## src/rtl/tu_pkg.sv

```systemverilog
// Shared types for the transfer unit packer.
// Assumes: nothing beyond IEEE 1800-2017.
package tu_pkg;
    // Kind of symbol a slot within a unit carries.
    typedef enum logic [1:0] {
        SLOT_PAY  = 2'd0,
        SLOT_FS   = 2'd1,
        SLOT_FE   = 2'd2,
        SLOT_ZERO = 2'd3
    } slot_t;
endpackage

```

## src/rtl/tu_ratio_acc.sv

```systemverilog
// Fractional ratio accumulator: once per unit, adds the fractional part of the
// payload ratio. On overflow it grants one extra payload symbol to that unit.
// The result is clamped to the unit length.
// Assumes: step is high for one cycle at the first slot of each unit.
module tu_ratio_acc #(
    parameter int LEN_W  = 7,
    parameter int FRAC_W = 8
) (
    input  logic              clk,
    input  logic              rst_n,
    input  logic              step,
    input  logic [LEN_W-1:0]  pay_int,
    input  logic [FRAC_W-1:0] pay_frac,
    input  logic [LEN_W-1:0]  unit_len,
    output logic [LEN_W-1:0]  pay_cnt
);
    logic [FRAC_W-1:0] acc_q;
    logic [FRAC_W:0]   sum;
    logic [LEN_W:0]    raw_cnt;

    // Sum for this unit, and its payload count with the clamp to the unit length.
    always_comb begin
        sum     = {1'b0, acc_q} + {1'b0, pay_frac};
        raw_cnt = {1'b0, pay_int} + {{LEN_W{1'b0}}, sum[FRAC_W]};
        if (raw_cnt > {1'b0, unit_len})
            pay_cnt = unit_len;
        else
            pay_cnt = raw_cnt[LEN_W-1:0];
    end

    // Keep the fractional remainder from one unit to the next.
    always_ff @(posedge clk) begin
        if (!rst_n)
            acc_q <= '0;
        else if (step)
            acc_q <= sum[FRAC_W-1:0];
    end
endmodule

```

## src/rtl/tu_slot_ctr.sv

```systemverilog
// Slot position counter. It tracks the slot index within the current unit and
// latches the unit length and payload count at the first slot of each unit.
// Assumes: len_new >= 1 and pay_new <= len_new.
module tu_slot_ctr #(
    parameter int LEN_W = 7
) (
    input  logic             clk,
    input  logic             rst_n,
    input  logic [LEN_W-1:0] len_new,
    input  logic [LEN_W-1:0] pay_new,
    output logic             unit_start,
    output logic [LEN_W-1:0] pos,
    output logic [LEN_W-1:0] eff_len,
    output logic [LEN_W-1:0] eff_pay
);
    logic [LEN_W-1:0] pos_q;
    logic [LEN_W-1:0] len_q;
    logic [LEN_W-1:0] pay_q;

    // Take fresh unit parameters at slot 0; keep the latched ones for later slots.
    always_comb begin
        unit_start = (pos_q == '0);
        pos        = pos_q;
        eff_len    = unit_start ? len_new : len_q;
        eff_pay    = unit_start ? pay_new : pay_q;
    end

    // Advance the slot index; wrap it at the unit boundary and latch the parameters.
    always_ff @(posedge clk) begin
        if (!rst_n) begin
            pos_q <= '0;
            len_q <= '0;
            pay_q <= '0;
        end else begin
            if (unit_start) begin
                len_q <= len_new;
                pay_q <= pay_new;
            end
            if (pos_q == eff_len - LEN_W'(1))
                pos_q <= '0;
            else
                pos_q <= pos_q + LEN_W'(1);
        end
    end
endmodule

```

## src/rtl/tu_sym_mux.sv

```systemverilog
// Symbol selector. It classifies the current slot as payload, fill-start, zero
// stuffing or fill-end, and registers the chosen link symbol.
// Assumes: pay <= len, and pos < len.
module tu_sym_mux
    import tu_pkg::*;
#(
    parameter int              LEN_W   = 7,
    parameter int              DATA_W  = 8,
    parameter logic [DATA_W-1:0] FS_CODE = 8'hF1,
    parameter logic [DATA_W-1:0] FE_CODE = 8'hF2
) (
    input  logic              clk,
    input  logic              rst_n,
    input  logic [LEN_W-1:0]  pos,
    input  logic [LEN_W-1:0]  len,
    input  logic [LEN_W-1:0]  pay,
    input  logic              in_valid,
    input  logic [DATA_W-1:0] in_data,
    output logic              in_ready,
    output logic              out_valid,
    output logic [DATA_W-1:0] out_sym,
    output logic              out_ctrl,
    output logic              out_underflow
);
    slot_t kind;

    // Slot kind: payload first, fill-end last, fill-start right after the payload.
    always_comb begin
        if (pos < pay)
            kind = SLOT_PAY;
        else if (pos == len - LEN_W'(1))
            kind = SLOT_FE;
        else if (pos == pay)
            kind = SLOT_FS;
        else
            kind = SLOT_ZERO;
        in_ready = (kind == SLOT_PAY);
    end

    // Register the link symbol for this slot.
    always_ff @(posedge clk) begin
        if (!rst_n) begin
            out_valid     <= 1'b0;
            out_sym       <= '0;
            out_ctrl      <= 1'b0;
            out_underflow <= 1'b0;
        end else begin
            out_valid     <= 1'b1;
            out_underflow <= 1'b0;
            out_ctrl      <= 1'b0;
            out_sym       <= '0;
            case (kind)
                SLOT_PAY: begin
                    if (in_valid) out_sym <= in_data;
                    else          out_underflow <= 1'b1;
                end
                SLOT_FS: begin
                    out_sym  <= FS_CODE;
                    out_ctrl <= 1'b1;
                end
                SLOT_FE: begin
                    out_sym  <= FE_CODE;
                    out_ctrl <= 1'b1;
                end
                default: ;
            endcase
        end
    end
endmodule

```

## src/rtl/tu_packer.sv

```systemverilog
// Transfer unit payload packer, top level. It clamps the requested unit length,
// derives a per-unit payload count from the fractional ratio, and emits one
// framed link symbol per clock.
// Assumes: configuration is held steady while a unit is in progress.
module tu_packer #(
    parameter int                DATA_W  = 8,
    parameter int                FRAC_W  = 8,
    parameter int                MIN_TU  = 32,
    parameter int                MAX_TU  = 64,
    parameter logic [DATA_W-1:0] FS_CODE = 8'hF1,
    parameter logic [DATA_W-1:0] FE_CODE = 8'hF2,
    localparam int               LEN_W   = $clog2(MAX_TU + 1)
) (
    input  logic              clk,
    input  logic              rst_n,
    input  logic [LEN_W-1:0]  cfg_tu_len,
    input  logic [LEN_W-1:0]  cfg_pay_int,
    input  logic [FRAC_W-1:0] cfg_pay_frac,
    input  logic              in_valid,
    output logic              in_ready,
    input  logic [DATA_W-1:0] in_data,
    output logic              out_valid,
    output logic [DATA_W-1:0] out_sym,
    output logic              out_ctrl,
    output logic              out_underflow
);
    localparam logic [LEN_W-1:0] MIN_L = LEN_W'(MIN_TU);
    localparam logic [LEN_W-1:0] MAX_L = LEN_W'(MAX_TU);

    logic [LEN_W-1:0] len_clamped;
    logic [LEN_W-1:0] pay_new;
    logic [LEN_W-1:0] pos;
    logic [LEN_W-1:0] eff_len;
    logic [LEN_W-1:0] eff_pay;
    logic             unit_start;

    // Clamp the requested unit length into the supported range.
    always_comb begin
        if (cfg_tu_len < MIN_L)      len_clamped = MIN_L;
        else if (cfg_tu_len > MAX_L) len_clamped = MAX_L;
        else                         len_clamped = cfg_tu_len;
    end

    tu_ratio_acc #(.LEN_W(LEN_W), .FRAC_W(FRAC_W)) u_acc (
        .clk      (clk),
        .rst_n    (rst_n),
        .step     (unit_start),
        .pay_int  (cfg_pay_int),
        .pay_frac (cfg_pay_frac),
        .unit_len (len_clamped),
        .pay_cnt  (pay_new)
    );

    tu_slot_ctr #(.LEN_W(LEN_W)) u_ctr (
        .clk        (clk),
        .rst_n      (rst_n),
        .len_new    (len_clamped),
        .pay_new    (pay_new),
        .unit_start (unit_start),
        .pos        (pos),
        .eff_len    (eff_len),
        .eff_pay    (eff_pay)
    );

    tu_sym_mux #(
        .LEN_W(LEN_W), .DATA_W(DATA_W), .FS_CODE(FS_CODE), .FE_CODE(FE_CODE)
    ) u_mux (
        .clk           (clk),
        .rst_n         (rst_n),
        .pos           (pos),
        .len           (eff_len),
        .pay           (eff_pay),
        .in_valid      (in_valid),
        .in_data       (in_data),
        .in_ready      (in_ready),
        .out_valid     (out_valid),
        .out_sym       (out_sym),
        .out_ctrl      (out_ctrl),
        .out_underflow (out_underflow)
    );
endmodule

```

## config.mk

```make
export PLATFORM = sky130hd
export DESIGN_NAME = tu_packer
export DESIGN_NICKNAME = d
export VERILOG_FILES = /design/src/rtl/tu_pkg.sv /design/src/rtl/tu_ratio_acc.sv /design/src/rtl/tu_slot_ctr.sv /design/src/rtl/tu_sym_mux.sv /design/src/rtl/tu_packer.sv
export SDC_FILE = /design/constraint.sdc
export NUM_CORES = 1
export LEC_CHECK = 0
export ABC_AREA = 1
export BUFFER_PORTS_ARGS = -buffer_cell sky130_fd_sc_hd__buf_2
export CAP_MARGIN = 15
export CORE_ASPECT_RATIO = 0.9
export CORE_MARGIN = 2
export CORE_UTILIZATION = 50
export DETAILED_ROUTE_END_ITERATION = 8
export GPL_TIMING_DRIVEN = 0
export PLACE_DENSITY = 0.72
export SKIP_CTS_REPAIR_TIMING = 1
export SLEW_MARGIN = 40
export SYNTH_ARGS = -nofsm -noshare
export SYNTH_HDL_FRONTEND = slang
export SYNTH_SLANG_ARGS = --single-unit
```

## constraint.sdc

```tcl
create_clock -name clk -period 11.2 [get_ports clk]
set_clock_uncertainty 0.2 [all_clocks]
set_input_delay 2.8 -clock clk [delete_from_list [all_inputs] [get_ports clk]]
set_output_delay 2.8 -clock clk [all_outputs]
set_load 0.05 [all_outputs]
```

==> metrics.yaml <==
place_ws_ns: 0.240
leakagePower_nw: 1.68
avgSynthCellArea_um2: 6.89
critPathArrivalTime_ns: 7.70
slew_violations: 0
outcome: "finished clean"
critPathKind: "in -> out"
initial_core_util_pct: 51.5
clock_sinks: 40
fin_ws_ns: 0.496
seq_area_frac_synth_pct: 29.9
synth-edff-count: 0
cts_made_buffers: 5
grt_pass1_wl_mm: 9.70
cp_slowest_cell: "fa_1"
cp_data_required_time_ns: 8.20
gp_congestion: 0.872
cts.path.max_buffers: 2
end_kind: "output port"
antenna_found_initial: 0
maxCapViolations: 0
dpl.hpwl_mm: 4.59
cts_tree: "done"
max_freq_mhz: 93.4
die_h_um: 73.4
final_core_util_pct: 60.2
grt_pass1_vias: 2291
rsz0062_at_grt: "false"
vias: 2525
yosys_warnings: 0
critPathMaxStageDelay_ns: 0.41
path_clk_slew_ns: 0.08
min_path_type: "reg -> reg"
worst_path_most_repeated_cell: "ha_1"
drt_iter0_drc: 108
tns_ns: 0
dieArea_um2: 5950
finalSetupViolCount: 0
core_area_um2: 5190
worst_skew_pair.late_latency_ns: 0.29
r2r_slack_ns: 5.30
period_needed_ns: 10.70
holdWs_ns: 0.291
fillCellCount: 495
track_usage_pct: 20.5
hold_violations: 0
p_per_area_nw_per_um2: 194
wire_per_inst_um: 11.4
drive_gt1_share_pct: 18.0
crit_fanout: 8
overflow: 0
fin_crit_sh_pct: 95.6
grt_max_degree: 13
routed_wl_mm: 5.76
slew_headroom_pct: 70.1
diodes: 0
irDropWorstVdd_v: 0.000108
avgViaCountPerCell: 4.98
htreeDepth: 2
ys_ff_latch: 40
drc: 0
synthFlopType: "dfxtp_1"
ant_nets: 0
worst_pin_slew_ns: 0.449
async_flop_share_pct: 0
ctsRootBufferMaster: "clkbuf_8"
port_buffers: 44
syn_nets: 450
synth_area_um2: 2680
drt-pass1-iter-count: 4
area_growth_pct: 16.8
die_w_um: 81.1
syn_inst: 388
io_pins: 45
worst_setup_path_start_kind: "input port"
core.rowCount: 25
synth_cell_types: 34
layout.nets: 501
through the flow:
| step | cells | power, W | area (um2) |
|---|---|---|---|
| 6_report | 507 | 0.000608 | 3130 |
| 5_1_grt | 507 | 0.000659 | 3130 |
| 4_1_cts | 507 | 0.000606 | 3110 |
| 3_5_place_dp | 499 | 0.000477 | 2980 |
| 3_3_place_gp | 499 | 0.000468 | 2980 |
| 2_1_floorplan | 388 | 0.000414 | 2680 |
critical path: cells and delay by family:
kind,cells,cell delay [ns]
XOR/XNOR,1,0.21
AND/OR/NAND/NOR,16,1.57
buffers and inverters,5,0.48
adder cells (fa/ha/maj),7,1.82
AO/OA/AOI/OAI,6,0.81
cell families after synthesis:
family	Yosys count	synth area share [%]
buffers and inverters	64	9.54
AO/OA/AOI/OAI	51	11.4
flip-flops	40	29.9
AND/OR/NAND/NOR	192	31.3
XOR/XNOR	12	3.93
adder cells (fa/ha/maj)	29	13.8
path summary, 6_finish.rpt:
path	startpoint	end	cells past startpoint
max	cfg_pay_frac[0]	in_ready	35
min	u_ctr.pay_q[0]	u_ctr.pay_q[0]	2
max reg2reg	u_acc.acc_q[0]	u_mux.out_sym[0]	38
min reg2reg	u_ctr.pay_q[0]	u_ctr.pay_q[0]	2
flip-flops by register name, summed over array words and instances (netlist names):
name,flops
u_ctr.pos,7
u_mux.out_sym,8
u_ctr.len_q,7
u_acc.acc_q,8
u_mux.out_underflow,1
u_mux.out_valid,1
u_ctr.pay_q,7
u_mux.out_ctrl,1
cell usage after synthesis (all sizes together), types with 5 or more instances:
library cell	instances	area share [%]
nand3	37	7.3
nand2	91	13
nor3	5	0.94
xor2	9	2.9
nand4	5	1.4
dfxtp	40	30
inv	55	7.7
clkbuf	6	0.84
nor2	49	7.2
a21oi	23	4.3
ha	28	13
o21ai	14	3.3
per-layer routing:
metal	vias up	share of wire [%]	routed length [um]	GRT usage, %
met2	37	47	2690	35.1
met3	5	3.2	185	3.32
met4	0	0.78	45	5.08
met1	1131	49	2840	27.1
met5	-	0	0	0
li1	1352	-	-	-
power breakdown:
group / switching, W / internal [W] / leakage, nW
clock: 0.0000488 / 0.0000786 / 0.0645
sequential: 0.0000127 / 0.000170 / 0.329
combinational: 0.000193 / 0.000104 / 1.28
cell usage in the layout (no fill, tap or decap), types with 7 or more instances in the layout:
cell      netlist  routed
a21oi_1        23      23
dfxtp_1        40      40
ha_1           28      28
inv_1          50      49
nand2_1        87      86
o21ai_0        11      11
clkbuf_8        0       7
xor2_1          9       9
nor2_1         46      45
buf_2           0      43
nand3_1        35      34
final cells by class:
cell class                      count  area [um2]  share of cell area (%)
Multi-Input combinational cell    284        1630                    52.2
Sequential cell                    40         801                    25.6
Timing Repair Buffer               44         226                    7.25
Inverter                           56         210                    6.73
Clock buffer                        7        96.3                    3.08
Tap cell                           67        83.8                    2.68
Buffer                              8        45.0                    1.44
Clock inverter                      1        30.0                   0.961
Power figures use the tool's default switching activity.
